==> config.mk <==
export PLATFORM = sky130hd
export DESIGN_NAME = spi_dummy_snooper
export DESIGN_NICKNAME = d
export VERILOG_FILES = /design/src/rtl/dsnoop_pkg.sv /design/src/rtl/dsnoop_opdecode.sv /design/src/rtl/dsnoop_tracker.sv /design/src/rtl/dsnoop_serializer.sv /design/src/rtl/spi_dummy_snooper.sv
export SDC_FILE = /design/constraint.sdc
export NUM_CORES = 1
export LEC_CHECK = 0
export CAP_MARGIN = 20
export CORE_MARGIN = 2
export CORE_UTILIZATION = 51
export DETAILED_ROUTE_END_ITERATION = 10
export GPL_TIMING_DRIVEN = 1
export PLACE_DENSITY = 0.75
export SYNTH_ARGS = -nofsm -noshare
export SYNTH_HDL_FRONTEND = slang
export SYNTH_SLANG_ARGS = --single-unit
==> constraint.sdc <==
create_clock -name clk -period 3 [get_ports clk]
set_clock_uncertainty 0.05 [all_clocks]
set_input_delay 0.45 -clock clk [delete_from_list [all_inputs] [get_ports clk]]
set_output_delay 0.45 -clock clk [all_outputs]
set_load 0.01 [all_outputs]
==> src/rtl/dsnoop_pkg.sv <==
package dsnoop_pkg;

  // Byte-position codes of the watcher
  localparam logic [7:0] POS_OFF   = 8'hFF;
  localparam logic [7:0] POS_START = 8'h00;

  // Largest dummy unit count of any known opcode
  localparam int unsigned MAX_UNITS = 4;

  // Position from which the next write is replaced by the fill run
  function automatic logic [7:0] fill_threshold(input logic wide_addr);
    return wide_addr ? 8'd5 : 8'd4;
  endfunction

  // Fill bytes owed for a unit count
  function automatic int unsigned fill_count(input logic [2:0] units,
                                             input int unsigned scale);
    return int'(units) * scale;
  endfunction

  // Byte position after forwarding n more bytes
  function automatic logic [7:0] advance_pos(input logic [7:0] pos,
                                             input int unsigned n);
    return 8'(int'(pos) + n);
  endfunction

endpackage

==> src/rtl/dsnoop_opdecode.sv <==
module dsnoop_opdecode (
  input  logic [7:0] opcode,
  output logic [2:0] units
);
  always_comb begin
    unique case (opcode)
      8'h0B, 8'h3B, 8'h6B, 8'h3C, 8'h6C: units = 3'd1;
      8'hBB, 8'h0C, 8'hBC:               units = 3'd2;
      8'hEB, 8'hEC:                      units = 3'd4;
      default:                           units = 3'd0;  // plain or unknown
    endcase
  end
endmodule

==> src/rtl/dsnoop_tracker.sv <==
module dsnoop_tracker
  import dsnoop_pkg::*;
#(
  parameter int unsigned DUMMY_SCALE = 8,
  parameter int unsigned CNT_W       = 6
) (
  input  logic             clk,
  input  logic             rst_n,
  input  logic             sel_take,
  input  logic             rel_take,
  input  logic             accept,
  input  logic             wide_addr,
  input  logic [CNT_W-1:0] wr_bytes,
  input  logic [2:0]       units,
  output logic             armed,
  output logic             opcode_phase,
  output logic             do_fill,
  output logic [CNT_W-1:0] fill_len
);
  logic [7:0]       pos_q;
  logic [CNT_W-1:0] pend_q;
  logic [7:0]       pos_step;

  assign armed        = (pos_q != POS_OFF);
  assign opcode_phase = (pos_q == POS_START);
  assign do_fill      = armed && !opcode_phase && (pos_q >= fill_threshold(wide_addr));
  assign fill_len     = pend_q;
  assign pos_step     = advance_pos(pos_q, int'(wr_bytes));

  always_ff @(posedge clk) begin
    if (!rst_n) begin
      pos_q  <= POS_OFF;
      pend_q <= '0;
    end else if (rel_take) begin
      pos_q  <= POS_OFF;
      pend_q <= '0;
    end else if (sel_take) begin
      pos_q  <= POS_START;
      pend_q <= '0;
    end else if (accept && armed) begin
      if (opcode_phase) begin
        if (units == 3'd0) begin
          pos_q <= POS_OFF;
        end else begin
          pend_q <= CNT_W'(fill_count(units, DUMMY_SCALE));
          pos_q  <= pos_step;
        end
      end else if (do_fill) begin
        pos_q  <= POS_OFF;
        pend_q <= '0;
      end else begin
        pos_q <= pos_step;
      end
    end
  end
endmodule

==> src/rtl/dsnoop_serializer.sv <==
module dsnoop_serializer #(
  parameter int unsigned DATA_W = 32,
  parameter int unsigned CNT_W  = 6
) (
  input  logic              clk,
  input  logic              rst_n,
  input  logic              load,
  input  logic              load_fill,
  input  logic [CNT_W-1:0]  load_len,
  input  logic [DATA_W-1:0] load_data,
  input  logic [7:0]        fill_byte,
  output logic              busy,
  output logic              fill_active,
  output logic [7:0]        out_byte
);
  logic              busy_q;
  logic              fill_q;
  logic [CNT_W-1:0]  left_q;
  logic [DATA_W-1:0] shf_q;
  logic [7:0]        fbyte_q;

  assign busy        = busy_q;
  assign fill_active = fill_q;
  assign out_byte    = fill_q ? fbyte_q : shf_q[7:0];

  always_ff @(posedge clk) begin
    if (!rst_n) begin
      busy_q  <= 1'b0;
      fill_q  <= 1'b0;
      left_q  <= '0;
      shf_q   <= '0;
      fbyte_q <= '0;
    end else if (load) begin
      busy_q  <= (load_len != '0);
      fill_q  <= load_fill;
      left_q  <= load_len;
      shf_q   <= load_data;
      fbyte_q <= fill_byte;
    end else if (busy_q) begin
      left_q <= left_q - CNT_W'(1);
      shf_q  <= shf_q >> 8;
      if (left_q == CNT_W'(1)) begin
        busy_q <= 1'b0;
        fill_q <= 1'b0;
      end
    end
  end
endmodule

==> src/rtl/spi_dummy_snooper.sv <==
module spi_dummy_snooper
  import dsnoop_pkg::*;
#(
  parameter int unsigned MAX_WR_BYTES = 4,
  parameter int unsigned DUMMY_SCALE  = 8
) (
  input  logic                                clk,
  input  logic                                rst_n,
  input  logic                                cs_sel,
  input  logic                                cs_rel,
  input  logic                                addr4,
  input  logic [7:0]                          dummy_val,
  input  logic                                wr_valid,
  output logic                                wr_ready,
  input  logic [8*MAX_WR_BYTES-1:0]           wr_data,
  input  logic [$clog2(MAX_WR_BYTES)-1:0]     wr_size,
  output logic                                spi_cs_n,
  output logic                                spi_valid,
  output logic [7:0]                          spi_byte
);
  localparam int unsigned DATA_W   = 8 * MAX_WR_BYTES;
  localparam int unsigned MAX_FILL = MAX_UNITS * DUMMY_SCALE;
  localparam int unsigned MAX_RUN  = (MAX_FILL > MAX_WR_BYTES) ? MAX_FILL : MAX_WR_BYTES;
  localparam int unsigned CNT_W    = $clog2(MAX_RUN + 1);

  // Named internal events
  logic             busy;
  logic             fill_active;
  logic             sel_take;
  logic             rel_take;
  logic             accept;
  logic             armed;
  logic             opcode_phase;
  logic             do_fill;
  logic [2:0]       op_units;
  logic [CNT_W-1:0] wr_bytes;
  logic [CNT_W-1:0] fill_len;
  logic [CNT_W-1:0] run_len;
  logic             cs_n_q;

  assign rel_take = cs_rel && !busy;
  assign sel_take = cs_sel && !cs_rel && !busy;
  assign wr_ready = !busy && !cs_sel && !cs_rel;
  assign accept   = wr_valid && wr_ready;
  assign wr_bytes = CNT_W'(wr_size) + CNT_W'(1);
  assign run_len  = do_fill ? fill_len : wr_bytes;

  dsnoop_opdecode u_dec (
    .opcode (wr_data[7:0]),
    .units  (op_units)
  );

  dsnoop_tracker #(
    .DUMMY_SCALE (DUMMY_SCALE),
    .CNT_W       (CNT_W)
  ) u_trk (
    .clk          (clk),
    .rst_n        (rst_n),
    .sel_take     (sel_take),
    .rel_take     (rel_take),
    .accept       (accept),
    .wide_addr    (addr4),
    .wr_bytes     (wr_bytes),
    .units        (op_units),
    .armed        (armed),
    .opcode_phase (opcode_phase),
    .do_fill      (do_fill),
    .fill_len     (fill_len)
  );

  dsnoop_serializer #(
    .DATA_W (DATA_W),
    .CNT_W  (CNT_W)
  ) u_ser (
    .clk         (clk),
    .rst_n       (rst_n),
    .load        (accept),
    .load_fill   (do_fill),
    .load_len    (run_len),
    .load_data   (wr_data),
    .fill_byte   (dummy_val),
    .busy        (busy),
    .fill_active (fill_active),
    .out_byte    (spi_byte)
  );

  always_ff @(posedge clk) begin
    if (!rst_n)        cs_n_q <= 1'b1;
    else if (rel_take) cs_n_q <= 1'b1;
    else if (sel_take) cs_n_q <= 1'b0;
  end

  assign spi_cs_n  = cs_n_q;
  assign spi_valid = busy;
endmodule

* Word-level counts from Yosys, hierarchy flattened
Cells that the tools add are included.
** Operators by class
- Add/subtract/negate cells :: 3
- Order comparisons :: 1
- Equality and inequality tests :: 13
- Multiplexer cells :: 22
- Bitwise operators :: 1
- Reduce and logical (&&, ||, !) cells :: 27
** Operators by type and width (count)
- 32-bit 2-to-1 mux :: 2
- 8-bit 2-to-1 mux :: 6
- 6-bit 2-to-1 mux :: 6
- 8-bit equality test, second input constant :: 4
- 8-bit by 4-bit equality test with 1-bit output, second input constant :: 2
- 8-bit by 6-bit equality test with 1-bit output, second input constant :: 2
- 8-bit by 7-bit equality test with 1-bit output, second input constant :: 2
- 1-bit logical AND :: 9
- 3-bit one-hot mux with 3 select lines :: 1
- 8-bit by 3-bit adder with 8-bit output :: 1
- 8-bit greater-or-equal comparator :: 1
- 8-bit zero test :: 1
- 8-bit != test, second input constant :: 1
- 2-bit nonzero test :: 4
- 1-bit 2-to-1 mux :: 7
- 6-bit by 1-bit equality test with 1-bit output, second input constant :: 1
- 6-bit nonzero test :: 1
- 3-bit OR reduction :: 2
- 6-bit by 1-bit subtractor with 6-bit output, second input constant :: 1
- 5-bit OR reduction :: 1
- 1-bit zero test :: 4
- 2-bit OR reduction :: 2
- 2-bit by 1-bit adder with 3-bit output, second input constant :: 1
- 3-bit zero test :: 1
- other kinds (4) :: 4
** Storage, ports and cells
- Register bits after elaboration :: 63
- Output and inout bits :: 11
- Word-level logic and storage cells :: 75

* Longest topological paths before layout
- Word-level depth :: 8
- Depth in mapped cells :: 7
- Gate-level depth less buffers :: 7

* By module
From an unflattened synthesis, not the netlist that was laid out.
** Unflattened totals
- Cells, all modules :: 359
- Area total of the unflattened synthesis :: 3364.5 um^2
** Modules (own cells, without submodules)
- dsnoop_serializer :: times used 1, cells an instance 226, area each 2283.4 um^2, sequential area each 960.9 um^2
- dsnoop_tracker :: times used 1, cells an instance 98, area each 839.6 um^2, sequential area each 220.2 um^2
- spi_dummy_snooper :: times used 1, cells an instance 18, area each 133.9 um^2, sequential area each 20.0 um^2
- dsnoop_opdecode :: times used 1, cells an instance 17, area each 107.6 um^2, sequential area each 0.0 um^2

* Least setup slack after synthesis
Ideal clock, no wire load.
- Path type :: input -> register
- From :: in addr4
- To :: reg u_trk.pos_q[0]
- Arrival :: 2147 ps
- Path slack :: 681 ps
- Cell stages on the path :: 6
- Path through :: ha_1 or3b_2 a211oi_4 nor2_2 or3_1 a221o_1
** Between the ends
- Word-level cells in the longest chain between the ends :: 7
** Ends and longest elaborated chain
- start, declared :: RTL line spi_dummy_snooper.sv:11 : input logic addr4,
- 1-bit 2-to-1 mux :: RTL line dsnoop_pkg.sv:12 : return wide_addr ? 8'd5 : 8'd4;
- 8-bit greater-or-equal comparator :: RTL line dsnoop_tracker.sv:26 : assign do_fill = armed && !opcode_phase && (pos_q >= fill_threshold(wide_addr));
- 1-bit logical AND :: RTL line dsnoop_tracker.sv:26
- 8-bit 2-to-1 mux :: RTL line dsnoop_tracker.sv:48 : end else if (do_fill) begin
- 8-bit 2-to-1 mux :: RTL line dsnoop_tracker.sv:41 : if (opcode_phase) begin
- 8-bit 2-to-1 mux :: RTL line dsnoop_tracker.sv:40 : end else if (accept && armed) begin
- 8-bit 2-to-1 mux :: RTL line dsnoop_tracker.sv:37 : end else if (sel_take) begin
- end signal, assigned :: RTL line dsnoop_tracker.sv:46 : pos_q <= pos_step;
- end signal, assigned :: RTL line dsnoop_tracker.sv:52 : pos_q <= pos_step;
- end, declared :: RTL line dsnoop_tracker.sv:20 : logic [7:0] pos_q;
Every way passes these cells. The select of a mux whose other input is x is not followed.
A chain may end at the register's enable or synchronous reset.

* Worst setup path after layout
Same ends and word-level chain as after synthesis.

==> metrics.txt <==
# TYPE chip_impl_metric gauge
chip_impl_metric{name="placeableCoreArea",unit="um2"} 5570
chip_impl_metric{name="timing_worst_slew_pin_value",unit="ns"} 0.655
chip_impl_metric{name="cts.path.max_buffers",unit=""} 2
chip_impl_metric{name="wirelength",unit="um"} 7010
chip_impl_metric{name="dieArea",unit="um2"} 6440
chip_impl_metric{name="layout.cell_area.non_filler",unit="um2"} 3830
chip_impl_metric{name="drt_iter0_markers",unit=""} 112
chip_impl_metric{name="global_route_wire_length_before_repair",unit="um"} 11800
chip_impl_metric{name="grt_start_max_net_pins",unit=""} 50
chip_impl_metric{name="postSynth.asyncResetShare",unit=""} 0
chip_impl_info{name="netlist_top_cells_count",value="nand2_1, dfxtp_1, a21boi_0"} 1
chip_impl_metric{name="final-setup-viol-count",unit=""} 0
chip_impl_info{name="dominantRegCellSynth",value="dfxtp_1"} 1
chip_impl_metric{name="insertedDiodeCount",unit=""} 0
chip_impl_metric{name="ctsHoldBuffers",unit=""} 0
chip_impl_metric{name="grt.overflow.total",unit=""} 0
chip_impl_info{name="synth_largest_area_cell",value="dfxtp_1"} 1
chip_impl_metric{name="placement.io_buffers",unit=""} 58
chip_impl_metric{name="average_detailed_routed_wire_length_per_instance",unit="um"} 14.9
chip_impl_metric{name="maxClockFrequency",unit="GHz"} 0.405
chip_impl_metric{name="synth-warning-count",unit=""} 0
chip_impl_metric{name="final_nets",unit=""} 449
chip_impl_metric{name="cts_resized",unit=""} 0
chip_impl_metric{name="synthCells",unit=""} 336
chip_impl_info{name="tritoncts_clock_tree",value="yes"} 1
chip_impl_metric{name="slew-limit-headroom",unit=""} 0.561
chip_impl_metric{name="total_leakage_power",unit="nW"} 1.45
chip_impl_metric{name="grt_pass1_vias",unit=""} 2555
chip_impl_metric{name="vdd_ir_drop_max",unit="mV"} 0.324
chip_impl_info{name="netlist_top_cells_area",value="dfxtp_1, a21boi_0, nand2_1, a22oi_1, mux2i_1"} 1
chip_impl_metric{name="vias",unit=""} 2628
chip_impl_info{name="cts_root_buffer",value="clkbuf_8"} 1
chip_impl_metric{name="worst_skew_pair.late_latency",unit="ns"} 0.34
chip_impl_metric{name="io_pins",unit=""} 59
chip_impl_metric{name="num-fill-cells",unit=""} 478
chip_impl_metric{name="die_x",unit="um"} 80.3
chip_impl_metric{name="synth_fp_nets",unit=""} 392
chip_impl_metric{name="ant_nets",unit=""} 0
chip_impl_metric{name="die_height",unit="um"} 80.3
chip_impl_info{name="status",value="finished, final reports clean"} 1
chip_impl_metric{name="cts.repair_timing.setup_buffer_count",unit=""} 0
chip_impl_metric{name="postSynthAreaPerCell",unit="um2"} 8.83
chip_impl_metric{name="cts_max_level",unit=""} 3
chip_impl_metric{name="rows",unit=""} 27
chip_impl_metric{name="yosys.area.top_type_share",unit=""} 0.405
chip_impl_metric{name="route.detailed.vias_per_inst",unit=""} 5.60
chip_impl_info{name="end_kind",value="flip-flop"} 1
chip_impl_metric{name="placement.cell_area",unit="um2"} 3620
chip_impl_info{name="timing.setup.critical_path_class",value="in2reg"} 1
chip_impl_metric{name="hold_viol",unit=""} 0
chip_impl_metric{name="start_util",unit=""} 0.532
chip_impl_metric{name="post_synth_instance_area",unit="um2"} 2970
chip_impl_info{name="category_of_the_worst_setup_path_launch_point",value="primary input"} 1
chip_impl_metric{name="setup_tns",unit="ns"} 0
chip_impl_metric{name="dp.final_hpwl",unit="um"} 4870
chip_impl_metric{name="drive_above_1_share",unit=""} 0.101
chip_impl_metric{name="synth-seq-cells",unit=""} 60
chip_impl_metric{name="cts-buffers-inserted",unit=""} 9
chip_impl_metric{name="firstDrtPassIters",unit=""} 4
chip_impl_metric{name="clock_sinks",unit=""} 60
chip_impl_metric{name="drv.max_cap_violation_count",unit=""} 0
chip_impl_metric{name="synth_seq_area_share",unit=""} 0.405
chip_impl_metric{name="area.growth.synth_to_final",unit="%"} 29.0
chip_impl_metric{name="antenna_found_initial",unit=""} 0
chip_impl_metric{name="power.density",unit="nW/um2"} 496
chip_impl_metric{name="cp_data_required_time",unit="ns"} 3.18
chip_impl_metric{name="clk_pin_slew_worst_paths",unit="ns"} 0.07
chip_impl_info{name="unrepaired_setup_endpoints_after_global_routing",value="no"} 1
chip_impl_info{name="most_repeated_cell_in_the_gate_level_netlist_after_synthesis",value="nand2_1"} 1
chip_impl_metric{name="gp_congestion",unit=""} 0.884
chip_impl_metric{name="final_period_minus_worst_setup_slack",unit="ns"} 2.47
chip_impl_metric{name="critical_path_peak_fanout",unit=""} 5
chip_impl_info{name="hold_path_class",value="reg2reg"} 1
chip_impl_metric{name="maxSlewViolCount",unit=""} 0
chip_impl_metric{name="synth_edf_count",unit=""} 0
chip_impl_metric{name="drc_errors",unit=""} 0
chip_impl_metric{name="layout_worst_path_cycle_share",unit=""} 0.824
chip_impl_metric{name="worst_endpoint_data_arrival_time",unit="ns"} 2.65
chip_impl_metric{name="synth.lib_cells_used.distinct",unit=""} 49
chip_impl_metric{name="grt_use_total",unit=""} 0.237
==> worst max-delay path, cell delays in order <==
cell and delay (ns):
clkdlybuf4s50_1 0.40, ha_1 0.28, or3b_2 0.49, a211oi_4 0.30, nor2_2 0.10, or3_1 0.35
a221o_1 0.29
==> cells in the final DEF (no fill, tap or decap), types with 2 or more instances in the layout <==
| cell type | Yosys | final |
|---|---|---|
| nand2_1 | 62 | 62 |
| dfxtp_1 | 60 | 59 |
| clkdlybuf4s50_1 | 0 | 58 |
| a21boi_0 | 32 | 32 |
| a22oi_1 | 16 | 16 |
| a21oi_1 | 12 | 12 |
| clkbuf_8 | 0 | 11 |
| nor2_1 | 10 | 10 |
| mux2i_1 | 10 | 10 |
| o21ai_0 | 9 | 9 |
| mux2_2 | 8 | 8 |
| nand3b_1 | 8 | 8 |
| o211a_1 | 8 | 8 |
| ha_1 | 7 | 7 |
| buf_4 | 0 | 7 |
| inv_1 | 6 | 6 |
| nor4_1 | 5 | 5 |
| nor2b_1 | 5 | 5 |
| nor3_1 | 4 | 4 |
| or3_1 | 4 | 4 |
| nand2b_1 | 3 | 3 |
| a21o_1 | 3 | 3 |
| nand4_1 | 3 | 3 |
| xor2_1 | 3 | 3 |
| o21a_1 | 3 | 3 |
| nand3_1 | 3 | 3 |
| a31oi_1 | 3 | 3 |
| or3b_2 | 2 | 2 |
| or2_2 | 2 | 2 |
| nor4b_1 | 3 | 2 |
| a32oi_1 | 2 | 2 |
| a221o_1 | 2 | 2 |
| clkinvlp_4 | 0 | 2 |
==> cell families (layout without fill, tap and decap cells) <==
group	count (synthesis)	after routing	share of synthesized area
flops	60	60	0.405
buf+inv	26	87	0.0329
fa+ha+maj	8	8	0.0363
compound gates	99	99	0.246
xor+xnor	4	4	0.0118
mux	18	18	0.0641
simple gates	121	121	0.203
==> worst paths after layout <==
path         depth (start not counted)        endpoint            from  slack, ns
max                                  7  u_trk.pos_q[0]           addr4       0.53
min                                  1        spi_cs_n        spi_cs_n       0.40
max reg2reg                          7  u_trk.pos_q[0]  u_trk.pos_q[0]       0.60
min reg2reg                          1        spi_cs_n        spi_cs_n       0.40
==> through the flow <==
| step | worst slack (ns) | utilization | std cells | hold WS (ns) | total power, mW |
|---|---|---|---|---|---|
| after floorplan | 0.681 | - | 336 | 0.390 | 1.06 |
| after global placement | 0.227 | 0.650 | 453 | 0.385 | 1.19 |
| after detailed placement | 0.189 | 0.650 | 453 | 0.394 | 1.20 |
| after CTS | 0.539 | 0.684 | 468 | 0.409 | 1.91 |
| after global routing | 0.458 | 0.686 | 469 | 0.428 | 1.98 |
| final | 0.528 | 0.686 | 469 | 0.402 | 1.90 |
==> power by group <==
group	switching (mW)	internal, mW
Sequential	0.0321	0.835
Clock	0.308	0.400
Combinational	0.151	0.170
Total	0.491	1.41
==> routing by layer <==
layer  global-route usage  part of all wire  vias up
li1                     -                 -     1324
met3               0.0416             0.033       12
met5                    0                 0        -
met4                0.112             0.021        0
met2                0.393              0.48       51
met1                0.299              0.47     1241
==> flip-flops by register name, summed over array words and instances, names as in the netlist <==
signal and flops:
u_ser.fbyte_q 8, u_ser.shf_q 32, u_trk.pos_q 8, u_ser.left_q 6
u_ser.fill_active 1, u_trk.fill_len 3, u_ser.busy 1, spi_cs_n 1
==> layout make-up <==
type,instances,area (um2),area share
clock buffers,11,141,0.0370
clock inverters,4,50.0,0.0131
inverters,6,22.5,0.00589
multi-input cells,250,1670,0.437
flip-flops and latches,60,1200,0.314
well taps,72,90.1,0.0235
repair buffers,66,647,0.169
Power figures use the tool's default switching activity.
